--- src/rtl/bxs_pkg.sv ---
package bxs_pkg;

   localparam int STATE_W    = 3;
   localparam int DIGIT_BITS = 4;
   localparam int PHASE_W    = $clog2(DIGIT_BITS);

   // State encoding: bit 0 flips on every legal step, and bit 1 alone
   // with the input sets the output bit.
   typedef enum logic [STATE_W-1:0] {
      ST_START  = 3'b000,  // awaiting bit 0
      ST_LO0    = 3'b001,  // bit 0 was 0
      ST_HI0    = 3'b011,  // bit 0 was 1
      ST_MID_C  = 3'b110,  // two bits taken, no carry pending
      ST_MID_K  = 3'b100,  // two bits taken, carry pending
      ST_END_C  = 3'b111,  // three bits taken, pass-through
      ST_END_K  = 3'b101,  // three bits taken, carry pending
      ST_SPARE  = 3'b010   // never entered; forced home
   } state_t;

endpackage

--- src/rtl/bxs_rst_sync.sv ---
module bxs_rst_sync #(
   parameter int STAGES = 2
) (
   input  logic clk,
   input  logic rst_n,
   output logic rst_q
);

   generate
      if (STAGES < 2) begin : g_bad_stages
         $error("bxs_rst_sync: STAGES must be at least 2");
      end
   endgenerate

   logic [STAGES-1:0] chain;

   always_ff @(posedge clk or negedge rst_n) begin
      if (!rst_n) chain <= '0;
      else        chain <= {chain[STAGES-2:0], 1'b1};
   end

   assign rst_q = chain[STAGES-1];

endmodule

--- src/rtl/bxs_step.sv ---
module bxs_step
   import bxs_pkg::*;
#(
   parameter int USE_EQN = 0
) (
   input  state_t cur,
   input  logic   x,
   output state_t nxt,
   output logic   z
);

   generate
      if (USE_EQN != 0 && USE_EQN != 1) begin : g_bad_style
         $error("bxs_step: USE_EQN must be 0 or 1");
      end

      if (USE_EQN == 1) begin : g_eqn
         logic q2, q1, q0, spare;
         logic [STATE_W-1:0] nbits;
         assign q2    = cur[2];
         assign q1    = cur[1];
         assign q0    = cur[0];
         assign spare = ~q2 & q1 & ~q0;

         assign nbits[2] = q2 ^ q0;
         assign nbits[1] = (~q2 & ~q1 & ~q0 &  x)
                         | (~q2 & ~q1 &  q0 & ~x)
                         | ( q2 & ~q1 & ~q0 & ~x)
                         | ( q2 &  q1 & ~q0);
         assign nbits[0] = ~q0 & (q2 | ~q1);

         assign nxt = state_t'(nbits);
         assign z   = (x ~^ q1) & ~spare;
      end else begin : g_tbl
         always_comb begin
            nxt = ST_START;
            z   = 1'b0;
            case (cur)
               ST_START: begin nxt = x ? ST_HI0   : ST_LO0;   z = ~x; end
               ST_LO0:   begin nxt = x ? ST_MID_K : ST_MID_C; z = ~x; end
               ST_HI0:   begin nxt = ST_MID_K;                z =  x; end
               ST_MID_C: begin nxt = ST_END_C;                z =  x; end
               ST_MID_K: begin nxt = x ? ST_END_K : ST_END_C; z = ~x; end
               ST_END_C: begin nxt = ST_START;                z =  x; end
               ST_END_K: begin nxt = ST_START;                z = ~x; end
               default:  begin nxt = ST_START;                z = 1'b0; end
            endcase
         end
      end
   endgenerate

endmodule

--- src/rtl/bxs_zreg.sv ---
module bxs_zreg #(
   parameter int ENABLE = 1
) (
   input  logic clk,
   input  logic rst_q,
   input  logic z,
   output logic z_q
);

   generate
      if (ENABLE != 0 && ENABLE != 1) begin : g_bad_enable
         $error("bxs_zreg: ENABLE must be 0 or 1");
      end

      if (ENABLE == 1) begin : g_reg
         always_ff @(posedge clk or negedge rst_q) begin
            if (!rst_q) z_q <= 1'b0;
            else        z_q <= z;
         end

         AST_ZQ_DELAY: assert property (@(posedge clk) disable iff (!rst_q)
            rst_q |=> (z_q == $past(z)))
            else $error("z_q is not z delayed by one clock");
      end else begin : g_none
         assign z_q = 1'b0;
      end
   endgenerate

endmodule

--- src/rtl/bcd_xs3_serial.sv ---
module bcd_xs3_serial #(
   parameter int REG_OUT     = 1,
   parameter int USE_EQN     = 0,
   parameter int SYNC_STAGES = 2
) (
   input  logic clk,
   input  logic rst_n,
   input  logic x,
   output logic z,
   output logic z_q
);
   import bxs_pkg::*;

   logic   rst_q;
   state_t state;
   state_t state_nxt;

   bxs_rst_sync #(.STAGES(SYNC_STAGES)) u_sync (
      .clk   (clk),
      .rst_n (rst_n),
      .rst_q (rst_q)
   );

   bxs_step #(.USE_EQN(USE_EQN)) u_step (
      .cur (state),
      .x   (x),
      .nxt (state_nxt),
      .z   (z)
   );

   always_ff @(posedge clk or negedge rst_q) begin
      if (!rst_q) state <= ST_START;
      else        state <= state_nxt;
   end

   bxs_zreg #(.ENABLE(REG_OUT)) u_zreg (
      .clk   (clk),
      .rst_q (rst_q),
      .z     (z),
      .z_q   (z_q)
   );

   // Checker-only bit position within the current digit.
   logic [PHASE_W-1:0] phase;
   always_ff @(posedge clk or negedge rst_q) begin
      if (!rst_q) phase <= '0;
      else        phase <= phase + 1'b1;
   end

   AST_DIGIT_HOME: assert property (@(posedge clk) disable iff (!rst_q)
      (phase == '0) |-> (state == ST_START))
      else $error("not in start state at digit boundary");

   AST_NO_SPARE: assert property (@(posedge clk) disable iff (!rst_q)
      state != ST_SPARE)
      else $error("spare state entered");

   AST_Q0_FLIPS: assert property (@(posedge clk) disable iff (!rst_q)
      (state != ST_SPARE) |=> (state[0] != $past(state[0])))
      else $error("state bit 0 did not flip");

   AST_HOLD_UNTIL_SYNC: assert property (@(posedge clk) disable iff (!rst_n)
      !rst_q |=> (state == ST_START))
      else $error("machine moved before reset release completed");

endmodule

--- config.mk ---
export PLATFORM = sky130hd
export DESIGN_NAME = bcd_xs3_serial
export DESIGN_NICKNAME = d
export VERILOG_FILES = /design/src/rtl/bxs_pkg.sv /design/src/rtl/bxs_rst_sync.sv /design/src/rtl/bxs_step.sv /design/src/rtl/bxs_zreg.sv /design/src/rtl/bcd_xs3_serial.sv
export SDC_FILE = /design/constraint.sdc
export NUM_CORES = 1
export LEC_CHECK = 0
export CORE_AREA = 2 2 39 41
export DETAILED_ROUTE_END_ITERATION = 7
export DIE_AREA = 0 0 41 43
export HOLD_SLACK_MARGIN = 0.12
export SYNTH_ARGS = -nofsm -noshare
export SYNTH_HDL_FRONTEND = slang
export SYNTH_HIERARCHICAL = 1
export SYNTH_SLANG_ARGS = --single-unit
--- constraint.sdc ---
create_clock -name clk -period 1.4 [get_ports clk]
set_input_delay 0.21 -clock clk [delete_from_list [all_inputs] [get_ports clk]]
set_output_delay 0.21 -clock clk [all_outputs]
set_load 0.03 [all_outputs]
==> flow_summary_export.csv <==
group,metric,value,unit
synth,synth_nets,19,
clock_tree,insertion_delay,0.24,ns
synth,yosys.area.top_type,"dfrtp_1",
placed_design,routabilityCongestion,0.5580,
worst_setup_path,r2r_cells,3,
synth,ys_seq_area_share,67.04,%
worst_setup_path,crit_type,"reg -> out",
min_path,holdPathEnd,"u_sync/chain[1]$_DFF_PN0_",
worst_setup_path,critPathRequiredTime,1.19,ns
grt,grt_pass1_wl,621,microns
clock_tree,cts_buffers,3,
die,die_x,41,microns
routing,vias,170,
synth,postSynthCellCount,16,
layout,area_growth,59.22,%
worst_setup_path,cpPeakStageDelay,0.41,ns
power_and_ir_drop,p_leak,0.1589,nW
layout,multi_input_area,70.07,sq um
synth,synth_top_area_share,67.04,%
synth,synth_cell_types,11,
grt,grt_pass1_vias,157,
clock_tree,root_buffer,"clkbuf_4",
synth,syn_area_per_cell,14.00,sq um
timing,finClkSkew,0.002147,ns
power_and_ir_drop,power_density,1054,nW/um^2
synth,synth-seq-cells,6,
worst_setup_path,crit_fanout,3,
die,dieHeight,43,microns
grt,track_usage,6.491,%
routing,drcViolationCount,0,
layout,seq_area,151.4,sq um
power_and_ir_drop,vdd_drop_max,0.6290,mV
grt,grt_max_degree,6,
routing,wl_per_cell,9.489,microns
layout,fillers,148,
clock_tree,cts_buffer_depth,2,
die,initial_core_util,16.18,%
clock_tree,cts_tree,"yes",
worst_setup_path,reg2reg_slack,0.44,ns
synth,ys_warn_count,6,
layout,most-common-layout-cells,"buf_4, dfrtp_1, clkbuf_4, dlygate4sd3_1",
min_path,hold_path_class,"reg -> reg",
routing,drt_first_pass_iters,2,
routing,ant_nets,0,
layout,fin_util,25.77,%
layout,diodes,0,
grt,overflow,0,
min_path,hp-start,"u_sync/chain[0]$_DFF_PN0_",
run,max-cap-violations,0,
timing,hold_viol,0,
clock_tree,clock_sinks,6,
layout,drive_gt1_share,37.93,%
clock_tree,clkTransAtPathRegs,0.04,ns
timing,fin_crit,1.309,ns
die,pin_count,5,
worst_setup_path,timing.rr.end,"state[1]$_DFF_PN0_",
placed_design,io_buffers,4,
timing,max_freq,0.7637,GHz
synth,synth.area.top_cells,"dfrtp_1, o32ai_2, nand2b_2",
min_path,hold_path_depth,0,
layout,fin_nets,34,
run_status,status,"finished clean",
worst_setup_path,crit_path_start_kind,"register",
worst_setup_path,crit_arrival,1.10,ns
routing,wirelength,427,microns
routing,via_per_inst,3.778,
worst_setup_path,crit_slowest_cell,"dfrtp_2",
clock_tree,htreeDepth,1,
worst_setup_path,crit_chain,"o211ai_1 -> o21ai_1 -> buf_4",
timing,finalSetupTns,0,ns
timing,rsz0062_at_grt,"false",
timing,drv_slew,0,
worst_setup_path,r2r-start,"state[0]$_DFF_PN0_",
routing,drtIter0Drc,3,
grt,antenna_found_initial,0,
die,num_rows,14,
die,coreArea,1384,sq um
worst_setup_path,endpoint_kind,"output pin",
synth,syn_area,224.0,sq um
timing,setup_viol,0,
die,dieArea,1763,sq um
timing,min_period_over_period,93.53,%
-- cell type report --
cell class / count / share of cell area [%]
Sequential cell: 6 / 42.46
Timing Repair Buffer: 10 / 24.91
Multi-Input combinational cell: 9 / 19.65
Clock buffer: 3 / 6.316
Tap cell: 16 / 5.614
Inverter: 1 / 1.053
-- sequential cells by signal, summed over array words and instances, names as in the netlist --
signal / cells
u_zreg/z_q: 1
u_sync/chain: 2
state: 3
-- worst max-delay path: cells and delay by family, from the launching register on --
| kind | cells | cell delay, ns |
|---|---|---|
| flops | 1 | 0.41 |
| compound gates | 2 | 0.26 |
| buf+inv | 1 | 0.18 |
-- what timing repair did --
| action | in CTS | in global routing |
|---|---|---|
| buffers inserted | 1 | 3 |
| endpoints found under the hold margin | 4 | 2 |
| resized for setup | 2 | 2 |
| hold buffers | 1 | 1 |
| endpoints found under the setup margin | 2 | 1 |
-- cell usage after synthesis --
cell and instances:
xnor2_1 1, inv_1 1, xor2_1 1, nor2b_1 1, o21ai_0 1, o211ai_1 1
nand2b_2 1, a21oi_1 1, dfrtp_1 6, conb_1 1, o32ai_2 1
-- metrics by stage --
| step | power (mW) | setup slack [ns] | hold slack [ns] | instances | instance area, sq um |
|---|---|---|---|---|---|
| floorplan | 0.2016 | 0.03821 | -0.08559 | 16 | 224.0 |
| CTS | 0.3797 | 0.006868 | 0.1230 | 41 | 321.6 |
| global placement | 0.2160 | 0.04591 | 0.05107 | 36 | 281.5 |
| finish | 0.3759 | 0.09065 | 0.3534 | 45 | 356.6 |
| detailed placement | 0.2173 | 0.02049 | 0.05537 | 36 | 281.5 |
| global route | 0.4070 | 0.002199 | 0.3762 | 45 | 356.6 |
-- cell families (layout without fill, tap and decap cells) --
kind of cell | count (synthesis) | count (layout) | synth area share, %
compound gates | 4 | 4 | 15.08
other cells | 1 | 1 | 1.674
simple gates | 2 | 2 | 6.706
xor+xnor | 2 | 2 | 7.823
flops | 6 | 6 | 67.04
buf+inv | 1 | 14 | 1.674
-- routing by layer --
layer	vias to the layer above	track usage, %	wire, microns
met5	-	0	0
met4	0	4.000	4
met3	2	9.424	55
met2	9	7.500	203
met1	81	5.316	163
li1	78	-	-
-- where the power goes --
group,switching [mW],leakage [nW],internal [mW],total (mW)
clock,0.0577,0.0138,0.0966,0.154
combinational,0.0184,0.0763,0.0196,0.0380
sequential,0.00342,0.0688,0.180,0.184
-- worst max path at each step --
stage,end,start,slack [ns],depth (start not counted)
5_1_grt,z,state[2]$_DFF_PN0_,0.002,3
3_5_place_dp,z,x,0.02,4
3_3_place_gp,z,x,0.05,4
4_1_cts,z,state[2]$_DFF_PN0_,0.007,3
2_1_floorplan,z,state[1]$_DFF_PN0_,0.04,1
6_report,z,state[2]$_DFF_PN0_,0.09,3
Power figures use the tool's default switching activity.
